===== config.mk =====
export PLATFORM = sky130hd
export DESIGN_NAME = burst_addr_seq
export DESIGN_NICKNAME = d
export VERILOG_FILES = /design/src/rtl/bas_pkg.sv /design/src/rtl/bas_strobe_arb.sv /design/src/rtl/bas_beat_ctr.sv /design/src/rtl/bas_addr_mix.sv /design/src/rtl/burst_addr_seq.sv
export SDC_FILE = /design/constraint.sdc
export NUM_CORES = 1
export LEC_CHECK = 0
export CAP_MARGIN = 20
export CORE_MARGIN = 2
export CORE_UTILIZATION = 31
export DETAILED_ROUTE_END_ITERATION = 8
export PLACE_DENSITY = 0.73
export SYNTH_ARGS = -nofsm -noshare
export SYNTH_HDL_FRONTEND = slang
export SYNTH_SLANG_ARGS = --single-unit

===== constraint.sdc =====
create_clock -name clk -period 0.8 [get_ports clk]
set_input_delay 0.16 -clock clk [delete_from_list [all_inputs] [get_ports clk]]
set_output_delay 0.16 -clock clk [all_outputs]
set_load 0.02 [all_outputs]

===== src/rtl/bas_pkg.sv =====
package bas_pkg;
  localparam int BEAT_W = 2;
  typedef enum logic {ORD_LINEAR = 1'b0, ORD_XOR = 1'b1} order_e;
endpackage


===== src/rtl/bas_strobe_arb.sv =====
module bas_strobe_arb (
  input  logic proc_stb_n,
  input  logic ctrl_stb_n,
  input  logic en_pri_n,
  input  logic en_sec_hi,
  input  logic en_sec_n,
  output logic load,
  output logic sel_next
);
  logic proc_go;
  logic ctrl_go;

  // processor strobe wins when it is allowed; controller strobe is never gated
  always_comb begin
    proc_go  = !proc_stb_n && !en_pri_n;
    ctrl_go  = !ctrl_stb_n && !proc_go;
    load     = proc_go || ctrl_go;
    sel_next = !en_pri_n && en_sec_hi && !en_sec_n;
  end
endmodule


===== src/rtl/bas_beat_ctr.sv =====
module bas_beat_ctr #(
  parameter int BEAT_W = 2
) (
  input  logic              clk,
  input  logic              rst,
  input  logic              load,
  input  logic [BEAT_W-1:0] start_in,
  input  logic              adv_n,
  output logic [BEAT_W-1:0] start_q,
  output logic [BEAT_W-1:0] beat_q,
  output logic              first_q
);
  always_ff @(posedge clk) begin
    if (rst) begin
      start_q <= '0;
      beat_q  <= '0;
      first_q <= 1'b0;
    end else if (load) begin
      start_q <= start_in;
      beat_q  <= '0;
      first_q <= 1'b1;
    end else begin
      if (!adv_n) beat_q <= beat_q + BEAT_W'(1);
      first_q <= 1'b0;
    end
  end

  assert_load_restarts_R2: assert property (@(posedge clk) disable iff (rst)
    load |=> (beat_q == '0) && first_q);

  assert_hold_on_no_adv_R6: assert property (@(posedge clk) disable iff (rst)
    (!load && adv_n) |=> $stable(beat_q) && $stable(start_q));
endmodule


===== src/rtl/bas_addr_mix.sv =====
module bas_addr_mix
  import bas_pkg::*;
#(
  parameter int BEAT_W = 2
) (
  input  logic [BEAT_W-1:0] start,
  input  logic [BEAT_W-1:0] beat,
  input  order_e            order,
  output logic [BEAT_W-1:0] low
);
  logic [BEAT_W-1:0] lin_low;
  logic [BEAT_W-1:0] xor_low;

  assign lin_low = start + beat;

  for (genvar b = 0; b < BEAT_W; b++) begin : g_xor
    assign xor_low[b] = start[b] ^ beat[b];
  end

  assign low = (order == ORD_XOR) ? xor_low : lin_low;
endmodule


===== src/rtl/burst_addr_seq.sv =====
module burst_addr_seq
  import bas_pkg::*;
#(
  parameter int ADDR_W = 17
) (
  input  logic              clk,
  input  logic              rst,
  input  logic [ADDR_W-1:0] addr_in,
  input  logic              proc_stb_n,
  input  logic              ctrl_stb_n,
  input  logic              adv_n,
  input  logic              order_sel,
  input  logic              en_pri_n,
  input  logic              en_sec_hi,
  input  logic              en_sec_n,
  output logic [ADDR_W-1:0] cur_addr,
  output logic              sel,
  output logic              first_beat
);
  localparam int HI_W = ADDR_W - BEAT_W;

  logic              load;
  logic              sel_next;
  logic [HI_W-1:0]   base_hi;
  logic [BEAT_W-1:0] start_q;
  logic [BEAT_W-1:0] beat_q;
  logic [BEAT_W-1:0] low_bits;

  bas_strobe_arb u_arb (
    .proc_stb_n (proc_stb_n),
    .ctrl_stb_n (ctrl_stb_n),
    .en_pri_n   (en_pri_n),
    .en_sec_hi  (en_sec_hi),
    .en_sec_n   (en_sec_n),
    .load       (load),
    .sel_next   (sel_next)
  );

  bas_beat_ctr #(.BEAT_W(BEAT_W)) u_ctr (
    .clk      (clk),
    .rst      (rst),
    .load     (load),
    .start_in (addr_in[BEAT_W-1:0]),
    .adv_n    (adv_n),
    .start_q  (start_q),
    .beat_q   (beat_q),
    .first_q  (first_beat)
  );

  bas_addr_mix #(.BEAT_W(BEAT_W)) u_mix (
    .start (start_q),
    .beat  (beat_q),
    .order (order_e'(order_sel)),
    .low   (low_bits)
  );

  always_ff @(posedge clk) begin
    if (rst) begin
      base_hi <= '0;
      sel     <= 1'b0;
    end else if (load) begin
      base_hi <= addr_in[ADDR_W-1:BEAT_W];
      sel     <= sel_next;
    end
  end

  assign cur_addr = {base_hi, low_bits};

  assert_sel_only_on_load_R5: assert property (@(posedge clk) disable iff (rst)
    !load |=> $stable(sel));

  assert_blocked_proc_ignored_R3: assert property (@(posedge clk) disable iff (rst)
    (!proc_stb_n && en_pri_n && ctrl_stb_n) |=> $stable(cur_addr[ADDR_W-1:BEAT_W]) && $stable(sel));

  assert_linear_step_R7: assert property (@(posedge clk) disable iff (rst)
    (!load && !adv_n && !order_sel) ##1 !order_sel |->
      cur_addr[BEAT_W-1:0] == BEAT_W'($past(cur_addr[BEAT_W-1:0]) + 1));

  assert_first_implies_load_R10: assert property (@(posedge clk) disable iff (rst)
    first_beat |-> $past(load));
endmodule


Yosys cells after proc, flatten, opt, wreduce, memory -nomap -nowiden
Index checks and enable logic that the tools add are counted.
{"block": "totals", "register_bits": 21, "word_cells": 22}
{"block": "op_classes", "bitwise_logic": 2, "n_reduce_logical": 11, "muxes": 2, "n_addsub": 2}
{"operator": "$logic_not A1 Y1", "count": 5}
{"operator": "$logic_and A1 B1 Y1", "count": 4}
{"operator": "$add A2 B1 Y2 const B", "count": 1}
{"operator": "$add A2 B2 Y2", "count": 1}
{"operator": "$mux W2", "count": 1}
{"operator": "$reduce_or A2 Y1", "count": 1}
{"operator": "$xor A1 B1 Y1", "count": 2}
{"operator": "$logic_or A1 B1 Y1", "count": 1}
{"operator": "$mux W1", "count": 1}

Logic depth before layout (Yosys ltp)
Gate-level depths: netlist (run 1).
{"block": "depth", "word_depth": 6, "depth_mapped": 5, "depth_no_buf": 3}

Hierarchy
Synthesis (run 1) repeated with hierarchy kept, for this count alone.
{"block": "unflattened", "hier_cells": 73, "hier_area_um2": 815.8}
{"mod": "burst_addr_seq", "area_per_inst_um2": 580.6, "cells_per_inst": 52, "instances": 1}
{"mod": "bas_beat_ctr", "area_per_inst_um2": 181.4, "cells_per_inst": 15, "instances": 1}
{"mod": "bas_addr_mix", "area_per_inst_um2": 36.3, "cells_per_inst": 4, "instances": 1}
{"mod": "bas_strobe_arb", "area_per_inst_um2": 17.5, "cells_per_inst": 2, "instances": 1}

Worst setup path before layout (run 1)
Ideal clock, no wire load.
{"block": "synth_path", "path_type": "reg2out", "startpoint": "register u_ctr.start_q[0]", "endpoint": "output cur_addr[1]", "t_arrival_ns": 0.971, "stages_incl_launch_ff": 4, "slack_ns": -0.331, "required_time_ns": 0.640, "path_cell_list": "dfxtp_1 -> ha_1 -> nor2b_1 -> xnor2_1"}
{"block": "synth_via", "elab_chain_cells": 2}
{"element": "start: declaration", "line": "bas_beat_ctr.sv:9", "rtl": "output logic [BEAT_W-1:0] start_q,"}
{"element": "start signal: assignment", "line": "bas_beat_ctr.sv:19", "rtl": "start_q <= start_in;"}
{"element": "$add A2 B2 Y2", "line": "bas_addr_mix.sv:14", "rtl": "assign lin_low = start + beat;"}
{"element": "$mux W2", "line": "bas_addr_mix.sv:20", "rtl": "assign low = (order == ORD_XOR) ? xor_low : lin_low;"}
{"element": "end: declaration", "line": "burst_addr_seq.sv:16", "rtl": "output logic [ADDR_W-1:0] cur_addr,"}
Every way passes these cells.

Final worst setup path (run 1)
Ends and elaborated chain as after synthesis.

==> impl_metrics.json, run 1 <==
{
  "combPwrFrac_pct": 26.1,
  "die_y_microns": 52.3,
  "syn_area_sq_um": 723,
  "hold_violations": 0,
  "crit_fanout": 2,
  "initial_utilization_pct": 32.7,
  "die_area_sq_mm": 0.00274,
  "synth-compound-area-share_pct": 23.0,
  "grt_pass1_wl_microns": 2780,
  "leakage_nw": 0.638,
  "powerDensity_mw_per_mm2": 1530,
  "violations": "negative setup slack",
  "cp-end-kind": "output pin",
  "grt_max_degree": 12,
  "fin_crit_sh_pct": 171,
  "io_pins": 45,
  "diodes": 0,
  "drt_first_pass_iters": 2,
  "clkPwrFrac_pct": 21.3,
  "ys_warn_count": 0,
  "muxShareOfSynthArea_pct": 0,
  "vias": 659,
  "ys_seq_area_share_pct": 58.1,
  "yosysTopAreaCellShare_pct": 58.1,
  "ys_types": 15,
  "cp-start-kind": "register",
  "synth_largest_area_cell": "dfxtp_1",
  "hp-class": "in -> reg",
  "synth_area_leaders": "dfxtp_1, a22o_1, xnor2_1",
  "routed_wl_microns": 1850,
  "status": "complete, but fails checks",
  "maxSlewViolCount": 0,
  "cts_sinks": 21,
  "hpwl_microns": 1210,
  "syn_to_final_growth_pct": 101,
  "dieWidth_microns": 52.3,
  "drive_gt1_share_pct": 59.8,
  "p_int_w": 0.00168,
  "ys_ff_latch": 21,
  "tritoncts": "built",
  "maxCapViolCount": 0,
  "grt_pass1_vias": 642,
  "cts_max_level": 1,
  "final_cells": 145,
  "p_switching_w": 0.000545,
  "worstPathArrival_ps": 1210,
  "yosys.area_share.adder_pct": 1.73,
  "timing.final.ws_setup_ps": -568,
  "syn_nets": 83,
  "drc": 0,
  "peakVddDrop_mv": 0.981,
  "cts_buffers": 3,
  "nets": 145,
  "path_clk_slew_ps": 110,
  "utilization_pct": 65.8,
  "max_freq_mhz": 731,
  "antenna_found_initial": 0,
  "syn_avg_cell_area_sq_um": 12.9,
  "reg2reg_slack_ps": -250,
  "required_ps": 640,
  "num-fill-cells": 190,
  "clk_path_buf_depth": 2,
  "gp_congestion": 0.582,
  "synthXorXnorAreaFrac_pct": 3.63,
  "ant_nets": 0,
  "slew-limit-headroom_pct": 82.2,
  "vias_per_cell": 4.54,
  "yosys.area_share.simple_pct": 7.79,
  "skew_ps": 1.02,
  "worst-setup-path-type": "reg -> out",
  "wire_per_inst_microns": 12.8,
  "cts_root_buf": "clkbuf_4",
  "rows": 17,
  "synth_top_family_by_area": "compound AO/OA/AOI/OAI gates",
  "port_buffers": 44,
  "period_needed_ps": 1370,
  "tightest_slew_ps": 265,
  "core_area_sq_mm": 0.00221,
  "synthesis.instances": 56,
  "clock_latency_ps": 280,
  "p_seq_share_pct": 52.6,
  "drtIter0Drc": 5,
  "globalRouteOverflowTotal": 0,
  "grt_util_all_layers_pct": 13.6,
  "swShare_pct": 24.5,
  "dp.cells": 133,
  "grt_setup_unrepaired": "yes",
  "setup_viol": 21
}
[routing by layer]
layer / global-route usage, % / routed length, microns
met2: 24.8 / 988
met3: 1.71 / 93
met1: 16.1 / 752
met5: 0 / 0
met4: 5.13 / 17
[worst paths after layout]
check | startpoint | endpoint | depth (start not counted)
setup / recovery | u_ctr.start_q[0] | cur_addr[1] | 4
hold / removal | en_pri_n | sel | 3
setup reg to reg | u_ctr.beat_q[0] | u_ctr.beat_q[1] | 6
hold reg to reg | base_hi[4] | base_hi[4] | 1
[cells by family (layout without fill, tap and decap cells)]
| kind of cell | Yosys count | after routing |
|---|---|---|
| AOI/OAI and AO/OA | 19 | 19 |
| xor gates and xnor gates | 3 | 3 |
| adders and majority gates | 1 | 1 |
| buffers and inverters | 4 | 65 |
| DFF | 21 | 21 |
| and+or+nand+nor | 8 | 8 |
[power groups by stage]
stage	Clock [W]	Sequential, W	Combinational [W]
after floorplan	0	0.00123	0.000154
after global placement	0	0.00117	0.000499
after detailed placement	0	0.00117	0.000503
after CTS	0.000494	0.00117	0.000555
after global routing	0.000531	0.00118	0.000617
final	0.000475	0.00117	0.000580
[cells in the final DEF (no fill, tap or decap)]
cell type | Yosys | routed
nor3b_1 | 1 | 1
o21ai_4 | 0 | 1
xnor2_1 | 3 | 1
clkbuf_2 | 0 | 2
buf_6 | 1 | 27
buf_2 | 2 | 1
and2_1 | 1 | 1
nor2b_4 | 1 | 2
buf_4 | 0 | 8
clkdlybuf4s15_1 | 0 | 1
nand2b_4 | 0 | 2
xnor2_4 | 0 | 1
xnor2_2 | 0 | 1
and3_4 | 0 | 1
clkbuf_4 | 0 | 3
clkdlybuf4s50_1 | 0 | 21
ha_4 | 0 | 1
clkbuf_1 | 0 | 1
nor2_4 | 0 | 1
a22o_1 | 18 | 18
dfxtp_2 | 0 | 19
dfxtp_1 | 21 | 2
dlygate4sd2_1 | 0 | 1
[state kept, by name (all words and copies together), names as in the netlist]
register,cells
u_ctr.start_q,2
u_ctr.beat_q,2
sel,1
u_ctr.first_q,1
base_hi,15
[critical path: stages (launching register included)]
cell	delay, ps
dfxtp_2	370
ha_4	130
nor2b_4	180
xnor2_4	120
buf_6	130
[Yosys cell counts, drive strengths merged]
library cell / n
nor3b: 1
ha: 1
dfxtp: 21
nor2b: 2
o21ai: 1
xnor2: 3
and3: 1
nand2b: 2
and2: 1
a22o: 18
nor2: 1
buf: 4
[metrics by stage]
| stage | setup TNS, ps | area [sq um] | setup slack, ps | hold slack [ps] | total power [W] |
|---|---|---|---|---|---|
| CTS | -3280 | 1420 | -584 | 377 | 0.00222 |
| floorplan | -591 | 771 | -164 | 285 | 0.00139 |
| global placement | -17350 | 1270 | -873 | 462 | 0.00166 |
| global route | -3990 | 1460 | -620 | 273 | 0.00233 |
| finish | -3260 | 1460 | -568 | 256 | 0.00223 |
| detailed placement | -17690 | 1270 | -873 | 464 | 0.00167 |
[repair_timing]
| item | in CTS | in global routing |
|---|---|---|
| buffers inserted | 4 | 3 |
| hold buffers | 0 | 0 |
| cloned | 1 | 1 |
| pin swaps | 6 | 4 |
| endpoints found under the setup margin | 40 | 39 |
| gates resized for setup | 149 | 8 |
[cell type report]
type                            instances  area, sq um  area share (%)
Timing Repair Buffer                   61          608            41.8
Sequential cell                        21          444            30.5
Tap cell                               28         35.0            2.41
Multi-Input combinational cell         31          343            23.5
Clock buffer                            4         26.3            1.80
(Power assumes the default switching activity.)
==> run 2, diff against run 1 <==
Settings changed: ABC_CLOCK_PERIOD_IN_PS set to 800.
==> results of run 2 <==
Final layout, timing and power as in run 1 (identical DEF).
==> run 3, diff against run 2 <==
Settings changed: CTS_CLUSTER_DIAMETER set to 40.
==> results of run 3 <==
Final layout, timing and power as in run 1 (identical DEF).
